<file path="config.mk">
export PLATFORM = sky130hd
export DESIGN_NAME = paced_dma
export DESIGN_NICKNAME = d
export VERILOG_FILES = /design/src/rtl/paced_dma_pkg.sv /design/src/rtl/paced_dma_decode.sv /design/src/rtl/paced_dma_pacer.sv /design/src/rtl/paced_dma.sv
export SDC_FILE = /design/constraint.sdc
export NUM_CORES = 1
export LEC_CHECK = 0
export ABC_AREA = 1
export BUFFER_PORTS_ARGS = -buffer_cell sky130_fd_sc_hd__buf_4
export CORE_MARGIN = 2
export CORE_UTILIZATION = 54
export DETAILED_ROUTE_END_ITERATION = 7
export PLACE_DENSITY_LB_ADDON = 0.2
export SLEW_MARGIN = 20
export SYNTH_ARGS = -nofsm -noshare
export SYNTH_HDL_FRONTEND = slang
export SYNTH_SLANG_ARGS = --single-unit
export TNS_END_PERCENT = 10
</file>
<file path="constraint.sdc">
create_clock -name clk -period 2.18 [get_ports clk]
set_clock_uncertainty 0.05 [all_clocks]
set_input_delay 0.545 -clock clk [delete_from_list [all_inputs] [get_ports clk]]
set_output_delay 0.545 -clock clk [all_outputs]
set_load 0.02 [all_outputs]
</file>
<file path="src/rtl/paced_dma_pkg.sv">
package paced_dma_pkg;
  typedef enum logic [2:0] {
    TGT_SND   = 3'd0,
    TGT_PRG   = 3'd1,
    TGT_WB0   = 3'd2,
    TGT_WB1   = 3'd3,
    TGT_WFULL = 3'd4
  } tgt_e;

  typedef enum logic [1:0] {
    ST_IDLE = 2'd0,
    ST_RUN  = 2'd1,
    ST_HALT = 2'd2
  } state_e;

  function automatic logic owned_elsewhere(tgt_e t, logic prg_o, logic wram_o);
    return (t == TGT_PRG && prg_o) || (t == TGT_WFULL && wram_o);
  endfunction
endpackage

</file>
<file path="src/rtl/paced_dma_decode.sv">
module paced_dma_decode
  import paced_dma_pkg::*;
(
  input  logic [2:0] mode,
  input  logic       split,
  input  logic       bank,
  output logic       is_dma,
  output tgt_e       tgt
);
  always_comb begin
    is_dma = 1'b1;
    tgt    = TGT_SND;
    case (mode)
      3'd4: tgt = TGT_SND;
      3'd5: tgt = TGT_PRG;
      3'd7: tgt = split ? (bank ? TGT_WB1 : TGT_WB0) : TGT_WFULL;
      default: is_dma = 1'b0;
    endcase
  end
endmodule

</file>
<file path="src/rtl/paced_dma_pacer.sv">
module paced_dma_pacer #(
  parameter int LIM = 128
) (
  input  logic clk,
  input  logic rst_n,
  input  logic run,
  input  logic restart,
  output logic grant
);
  localparam int CW = $clog2(LIM);
  localparam logic [CW-1:0] TOP = CW'(LIM - 1);

  logic [CW-1:0] credit;

  assign grant = run && !restart && (credit == TOP);

  always_ff @(posedge clk) begin
    if (!rst_n || restart)  credit <= '0;
    else if (run)           credit <= (credit == TOP) ? '0 : credit + 1'b1;
  end
endmodule

</file>
<file path="src/rtl/paced_dma.sv">
module paced_dma
  import paced_dma_pkg::*;
#(
  parameter int SRC_AW    = 14,
  parameter int CNT_W     = 14,
  parameter int SND_AW    = 16,
  parameter int PRG_AW    = 19,
  parameter int WB_AW     = 17,
  parameter int WF_AW     = 18,
  parameter int BYTE_CLKS = 16,
  parameter int GROUP     = 8,
  localparam int M1       = (SND_AW > PRG_AW) ? SND_AW : PRG_AW,
  localparam int M2       = (WB_AW > WF_AW) ? WB_AW : WF_AW,
  localparam int DST_AW   = (M1 > M2) ? M1 : M2
) (
  input  logic              clk,
  input  logic              rst_n,
  input  logic              xfer_en,
  input  logic              start,
  input  logic [CNT_W-1:0]  count_in,
  input  logic [SRC_AW-1:0] src_addr_in,
  input  logic              mode_wr,
  input  logic [2:0]        mode_in,
  input  logic              wram_split,
  input  logic              wram_bank,
  input  logic              prg_other,
  input  logic              wram_other,
  input  logic              irq_en,
  input  logic              irq_ack,
  output logic [SRC_AW-1:0] src_addr,
  input  logic [7:0]        src_data,
  output logic              dst_valid,
  input  logic              dst_ready,
  output logic [2:0]        dst_sel,
  output logic [DST_AW-1:0] dst_addr,
  output logic [7:0]        dst_data,
  output logic              done,
  output logic              irq
);
  localparam int EW = $clog2(GROUP + 1);
  localparam logic [DST_AW-1:0] SND_M = DST_AW'((64'd1 << SND_AW) - 1);
  localparam logic [DST_AW-1:0] PRG_M = DST_AW'((64'd1 << PRG_AW) - 1);
  localparam logic [DST_AW-1:0] WB_M  = DST_AW'((64'd1 << WB_AW) - 1);
  localparam logic [DST_AW-1:0] WF_M  = DST_AW'((64'd1 << WF_AW) - 1);

  state_e            state, state_n;
  tgt_e              tgt;
  logic [2:0]        mode_q, mode_new;
  logic              mode_pend;
  logic [CNT_W-1:0]  remain;
  logic [SRC_AW-1:0] src_ptr;
  logic [DST_AW-1:0] dst_ptr, wrap_mask;
  logic [EW-1:0]     emit_left;
  logic              last_grp, grant_pend, grant;

  logic dec_a_dma, dec_b_dma;
  tgt_e dec_a_tgt, dec_b_tgt;

  paced_dma_decode u_dec_start (.mode(mode_q),   .split(wram_split), .bank(wram_bank),
                                .is_dma(dec_a_dma), .tgt(dec_a_tgt));
  paced_dma_decode u_dec_mode  (.mode(mode_new), .split(wram_split), .bank(wram_bank),
                                .is_dma(dec_b_dma), .tgt(dec_b_tgt));

  logic idle_emit, apply_mode, halt_cond, take, beat, finish, going_run;
  assign idle_emit  = (emit_left == '0);
  assign apply_mode = mode_pend && idle_emit;
  assign halt_cond  = owned_elsewhere(tgt, prg_other, wram_other);
  assign beat       = dst_valid && dst_ready;
  assign finish     = beat && last_grp && (emit_left == EW'(1));
  assign take       = (state == ST_RUN) && grant_pend && idle_emit && !mode_pend && !halt_cond;
  assign going_run  = (state != ST_RUN) && (state_n == ST_RUN);

  always_comb begin
    state_n = state;
    if (!xfer_en)
      state_n = ST_IDLE;
    else if (start)
      state_n = !dec_a_dma ? ST_IDLE :
                owned_elsewhere(dec_a_tgt, prg_other, wram_other) ? ST_HALT : ST_RUN;
    else if (apply_mode && state != ST_IDLE)
      state_n = !dec_b_dma ? ST_IDLE :
                owned_elsewhere(dec_b_tgt, prg_other, wram_other) ? ST_HALT : ST_RUN;
    else if (finish)
      state_n = ST_IDLE;
    else if (state == ST_RUN && idle_emit && halt_cond)
      state_n = ST_HALT;
    else if (state == ST_HALT && !halt_cond && !mode_pend)
      state_n = ST_RUN;
  end

  paced_dma_pacer #(.LIM(BYTE_CLKS * GROUP)) u_pacer (
    .clk(clk), .rst_n(rst_n), .run(state == ST_RUN), .restart(going_run), .grant(grant)
  );

  always_comb begin
    case (tgt)
      TGT_SND:          wrap_mask = SND_M;
      TGT_PRG:          wrap_mask = PRG_M;
      TGT_WB0, TGT_WB1: wrap_mask = WB_M;
      default:          wrap_mask = WF_M;
    endcase
  end

  always_ff @(posedge clk) begin
    if (!rst_n) begin
      state      <= ST_IDLE;
      tgt        <= TGT_SND;
      mode_q     <= 3'd0;
      mode_new   <= 3'd0;
      mode_pend  <= 1'b0;
      remain     <= '0;
      src_ptr    <= '0;
      dst_ptr    <= '0;
      emit_left  <= '0;
      last_grp   <= 1'b0;
      grant_pend <= 1'b0;
      done       <= 1'b0;
      irq        <= 1'b0;
    end else begin
      state <= state_n;
      done  <= finish && xfer_en && !start;

      if (irq_ack)                               irq <= 1'b0;
      else if (finish && xfer_en && !start && irq_en) irq <= 1'b1;

      if (mode_wr) begin
        mode_new  <= mode_in;
        mode_pend <= 1'b1;
      end else if (apply_mode) begin
        mode_pend <= 1'b0;
      end

      if (apply_mode) begin
        mode_q  <= mode_new;
        dst_ptr <= '0;
      end else if (beat) begin
        dst_ptr <= (dst_ptr + 1'b1) & wrap_mask;
      end

      if (!xfer_en) begin
        emit_left  <= '0;
        grant_pend <= 1'b0;
      end else if (start) begin
        remain     <= count_in;
        src_ptr    <= src_addr_in;
        tgt        <= dec_a_tgt;
        emit_left  <= '0;
        grant_pend <= 1'b0;
      end else begin
        if (apply_mode && state != ST_IDLE && dec_b_dma)
          tgt <= dec_b_tgt;
        if (state_n != ST_RUN || going_run)
          grant_pend <= 1'b0;
        else
          grant_pend <= (grant_pend && !take) || grant;
        if (take) begin
          if (remain < CNT_W'(GROUP)) begin
            emit_left <= EW'(remain) + 1'b1;
            last_grp  <= 1'b1;
          end else begin
            emit_left <= EW'(GROUP);
            last_grp  <= 1'b0;
            remain    <= remain - CNT_W'(GROUP);
          end
        end else if (beat) begin
          emit_left <= emit_left - 1'b1;
          src_ptr   <= src_ptr + 1'b1;
        end
      end
    end
  end

  assign src_addr  = src_ptr;
  assign dst_valid = !idle_emit;
  assign dst_sel   = tgt;
  assign dst_addr  = dst_ptr;
  assign dst_data  = src_data;
endmodule

</file>
==> out/results.txt <==
The H-tree generated during clock tree synthesis spans 3 levels. At the end of routability-driven placement, the weighted congestion stood at 0.909. The number of clock sinks seen by CTS is 74, and the sequential share of power is 46.0%.

The delay of the slowest critical-path stage came out at 300 ps. The number of antenna diodes in the final layout is 0. The run gives 652 as the count of filler cells inserted in the layout. The min-delay analysis places its worst path in the category in -> reg. The minimum setup slack among reg-to-reg paths came out at 180 ps. The clock slew at the register clock pins of the worst setup and hold paths is 80 ps.

Number of placed I/O pins: 98. The startpoint identified for the worst hold timing path is irq_ack. The flow ran to the end, and the final reports show no timing, DRC or antenna violations.

Via count of the first global-routing pass: 3983. The die is 91.7 um tall. At the worst endpoint, the required time is 2390 ps. The measured slew at the worst slew-check pin works out to 591 ps.

After detailed routing, the average wire length per cell comes to 13.0 um. The detail route stage leaves a number of antenna-violating nets equal to 0. Synthesis produced 616 cells. Among the stages of the critical path, the cell type that occurs most often is sky130_fd_sc_hd__nor2_1. The run gives 4160 um2 as the summed instance area of the synthesized netlist. The final critical-path required period was 2000 ps; the die width was 91.7 um. Across the run, the number of max-cap violations was 0. The total iterations of the first detailed-routing run is 4, and the share of post-route cells with drive strength above 1 is 21.3%. On the critical path the largest part of the delay comes from simple AND/OR/NAND/NOR gates. Derived from the worst setup path, the maximum achievable clock frequency is 500 MHz. In this run the core area contains 31 standard-cell rows. For this design the static power due to leakage is 2.19 nW. The total cell area at the placement stage came out at 4830 um2. The number of DRC markers after the initial detailed-route iteration was 173; the total detailed-routing wirelength was 10.4 mm. Dividing the synthesized area by the synthesized cell count gives 6.75 um2.

For this run, the register share of the synthesized area comes to 35.6%. Traced cell by cell, the critical path runs through inv_1 > ha_2 > inv_1 > nor2_1 > nand2_1 > nor3_2 > nand3_2 > inv_4 > nand3_2 > nand2_4 > inv_2 > nor2_1 > nor2_1. The number of buffers and inverters on the critical path is 4. The cell-internal power came out at 0.00233 W.

The ratio of total power to cell area is 617 nW/um2, and the placed wire-length estimate after detailed placement is 7.63 mm. TritonCTS built the clock tree. The number of clock buffers added by TritonCTS is 9. Combinational logic is responsible for 12.7% of the overall power.

The net count reported at finish was 754; the overall global routing resource usage was 25.1%. The switching share of power works out to 26.0%. Tracing the worst setup path back leads to its startpoint at emit_left[1]$_SDFFE_PP0P_. The DRC violations left was 0; the count of final max-slew check failures was 0. The tools report the count of endpoints failing hold in the final timing report as 0.

The initial utilization of the core area, before any placement, comes to 56.4%. The global-route wire length before repair is 17.4 mm. The routed layout has 4223 vias.

The run gives 2 as the clock tree buffer depth. The number of buffers added on ports is 81, and the number of antenna violations at the first check in global routing is 0. The post-route fraction of the period consumed by the critical path works out to 91.7%. Measured against its own limit, the worst slew margin works out to 60.2%. After synthesis, the cell types taking the most area are sky130_fd_sc_hd__dfxtp_1, sky130_fd_sc_hd__nand2_1, sky130_fd_sc_hd__nor2_1, sky130_fd_sc_hd__o21ai_0, sky130_fd_sc_hd__inv_1. The slowest cell on the critical path was sky130_fd_sc_hd__dfxtp_1. Reg-to-reg critical path startpoint: emit_left[1]$_SDFFE_PP0P_.

The aggregate global routing overflow was 0; the post-synthesis register bit count was 74. The logs give 7370 um2 for the core outline area and 2210 ps for the arrival time reported for the critical path endpoint. Setup violations remaining at the end of the flow were counted as 0.

Critical path capture point type: a register. The path type of the worst setup path was reg -> reg. Entering global routing, the biggest net connects 31 pins. The analysis attributes to net switching a power of 0.000819 W. Once layout is done, the placed cells without fillers occupy 5110 um2. The netlist uses 42 different library cells. Clock latency on the worst-skew pair, taken at its later pin, is 360 ps. Using the TritonRoute via totals, the vias-per-cell ratio works out to 5.29.

The number of warnings printed during yosys synthesis is 0. The synthesized design devotes to its leading area cell type 35.6% of total area. The worst setup path is launched from a register. Counting every net in the synthesized netlist gives 675. The die area was 8420 um2. The tools report the root buffer cell as sky130_fd_sc_hd__clkbuf_8. From synthesis to final layout, the design area changed by 22.8%. In this run, the clock network consumes 41.3% of the power.

The maximum vdd ir drop was 0.330 mV; the post-cts hold buffer count was 0. Setup repair after global routing left no endpoint under its margin. The biggest area contributor in the post-synthesis netlist is sky130_fd_sc_hd__dfxtp_1.

Setup total negative slack on the finished layout was measured at 0 ps. Along the worst path, the maximum fanout reaches 11.
==> cell usage in the layout (no fill, tap or decap), types with 3 or more instances in the layout <==
| cell type | netlist | final |
|---|---|---|
| sky130_fd_sc_hd__nor2_4 | 3 | 3 |
| sky130_fd_sc_hd__dfxtp_1 | 74 | 74 |
| sky130_fd_sc_hd__inv_1 | 64 | 63 |
| sky130_fd_sc_hd__bufinv_16 | 0 | 3 |
| sky130_fd_sc_hd__or2_2 | 5 | 5 |
| sky130_fd_sc_hd__a21oi_2 | 3 | 3 |
| sky130_fd_sc_hd__o211ai_1 | 4 | 4 |
| sky130_fd_sc_hd__a31oi_1 | 5 | 5 |
| sky130_fd_sc_hd__nor2_1 | 92 | 92 |
| sky130_fd_sc_hd__ha_1 | 8 | 7 |
| sky130_fd_sc_hd__nand3_1 | 34 | 34 |
| sky130_fd_sc_hd__o21ai_0 | 55 | 55 |
| sky130_fd_sc_hd__nand3_2 | 3 | 3 |
| sky130_fd_sc_hd__buf_4 | 8 | 90 |
| sky130_fd_sc_hd__nand4_1 | 8 | 8 |
| sky130_fd_sc_hd__nor3_1 | 16 | 16 |
| sky130_fd_sc_hd__nand2_2 | 8 | 8 |
| sky130_fd_sc_hd__nor4_1 | 3 | 3 |
| sky130_fd_sc_hd__inv_2 | 8 | 8 |
| sky130_fd_sc_hd__nor2_2 | 4 | 4 |
| sky130_fd_sc_hd__o21ai_1 | 10 | 10 |
| sky130_fd_sc_hd__xor2_1 | 12 | 12 |
| sky130_fd_sc_hd__a211oi_1 | 9 | 9 |
| sky130_fd_sc_hd__nand2_1 | 106 | 104 |
| sky130_fd_sc_hd__a21oi_1 | 43 | 43 |
| sky130_fd_sc_hd__clkbuf_8 | 0 | 9 |
==> power by group through the flow <==
stage                     Clock, W  Sequential [W]  Combinational, W
final                      0.00130         0.00145          0.000401
after global placement           0         0.00148          0.000387
after CTS                  0.00131         0.00145          0.000400
after detailed placement         0         0.00148          0.000397
after global routing       0.00138         0.00145          0.000450
after floorplan                  0         0.00149          0.000252
==> registers in the layout, summed over array words and instances, names as in the netlist <==
register        cells
done                1
dst_addr           19
emit_left           4
u_pacer.credit      7
remain             14
grant_pend          1
mode_pend           1
last_grp            1
mode_new            3
dst_sel             3
mode_q              3
src_addr           14
state               2
irq                 1
==> cells in the mapped netlist <==
cell,n
sky130_fd_sc_hd__o211ai_1,4
sky130_fd_sc_hd__and3_1,1
sky130_fd_sc_hd__buf_6,2
sky130_fd_sc_hd__nand2_2,8
sky130_fd_sc_hd__o221ai_1,1
sky130_fd_sc_hd__o21ai_1,10
sky130_fd_sc_hd__dfxtp_1,74
sky130_fd_sc_hd__o21ai_0,55
sky130_fd_sc_hd__ha_1,8
sky130_fd_sc_hd__nand3_2,3
sky130_fd_sc_hd__clkinv_2,1
sky130_fd_sc_hd__nor2_4,3
sky130_fd_sc_hd__nand2_1,106
sky130_fd_sc_hd__buf_2,2
sky130_fd_sc_hd__a21oi_1,43
sky130_fd_sc_hd__a211oi_1,9
sky130_fd_sc_hd__o21a_1,1
sky130_fd_sc_hd__a221oi_1,1
sky130_fd_sc_hd__inv_1,64
sky130_fd_sc_hd__buf_1,2
sky130_fd_sc_hd__or2_2,5
sky130_fd_sc_hd__a31o_2,1
sky130_fd_sc_hd__a21oi_2,3
sky130_fd_sc_hd__nor4_1,3
sky130_fd_sc_hd__xnor2_1,2
sky130_fd_sc_hd__a31oi_1,5
sky130_fd_sc_hd__or2_0,1
sky130_fd_sc_hd__nor2_1,92
sky130_fd_sc_hd__clkbuf_2,1
sky130_fd_sc_hd__buf_4,8
sky130_fd_sc_hd__inv_2,8
sky130_fd_sc_hd__nor3_2,1
sky130_fd_sc_hd__nand3_1,34
sky130_fd_sc_hd__nor2_2,4
sky130_fd_sc_hd__xor2_1,12
sky130_fd_sc_hd__clkinv_1,1
sky130_fd_sc_hd__clkbuf_1,8
sky130_fd_sc_hd__nand3b_1,2
sky130_fd_sc_hd__nor3_4,2
sky130_fd_sc_hd__nand4_1,8
sky130_fd_sc_hd__nor3_1,16
sky130_fd_sc_hd__o31ai_1,1
==> per-stage QoR <==
stage                     hold WS (ps)  power [W]  utilization, %  setup slack, ps  std cells
after detailed placement           436    0.00187            65.6             82.9        782
after CTS                          297    0.00316            68.9             79.8        798
after global placement             424    0.00186            65.6              231        782
after global routing               293    0.00329            69.3             15.4        799
after floorplan                    403    0.00174               -              322        616
final                              302    0.00315            69.3              182        799
==> layout make-up <==
type | instances | area (um2) | area share (%)
Multi-Input combinational cell | 445 | 2280 | 44.6
Sequential cell | 74 | 1480 | 29.0
Timing Repair Buffer | 91 | 696 | 13.6
Inverter | 74 | 283 | 5.54
Clock buffer | 10 | 128 | 2.50
Tap cell | 99 | 124 | 2.43
Clock inverter | 6 | 115 | 2.25
==> what timing repair did <==
item,CTS,global route
gates resized for setup,0,8
setup endpoints to repair,0,20
buffers inserted,0,1
==> metal layers <==
layer | GRT usage [%] | share of wire [%] | routed length [um] | vias up
li1 | - | - | - | 2174
met1 | 32.2 | 45 | 4730 | 1914
met2 | 42.9 | 49 | 5070 | 115
met3 | 4.27 | 4.8 | 501 | 20
met4 | 7.96 | 1.1 | 119 | 0
met5 | 0 | 0 | 0 | -
==> kinds of logic after synthesis <==
logic type      share of synthesized area (%)
compound gates                           17.7
xor+xnor                                 2.95
fa+ha+maj                                2.41
buf+inv                                  9.96
flops                                    35.6
simple gates                             31.3
==> worst paths after layout <==
path                                                to  cells after the start
worst max register to register  remain[5]$_SDFFE_PN0P_                     13
worst min register to register  mode_q[0]$_SDFFE_PN0P_                      2
worst max-delay path            remain[5]$_SDFFE_PN0P_                     13
worst min-delay path                  irq$_SDFFE_PP0P_                      2
==> worst reg2reg max path: cells and delay by family (launching register included) <==
kind                     cells  cell delay [ps]
buffers and inverters        4              400
AND/OR/NAND/NOR              8              930
adder cells (fa/ha/maj)      1              210
flip-flops                   1              300
Power figures use the tool's default switching activity.
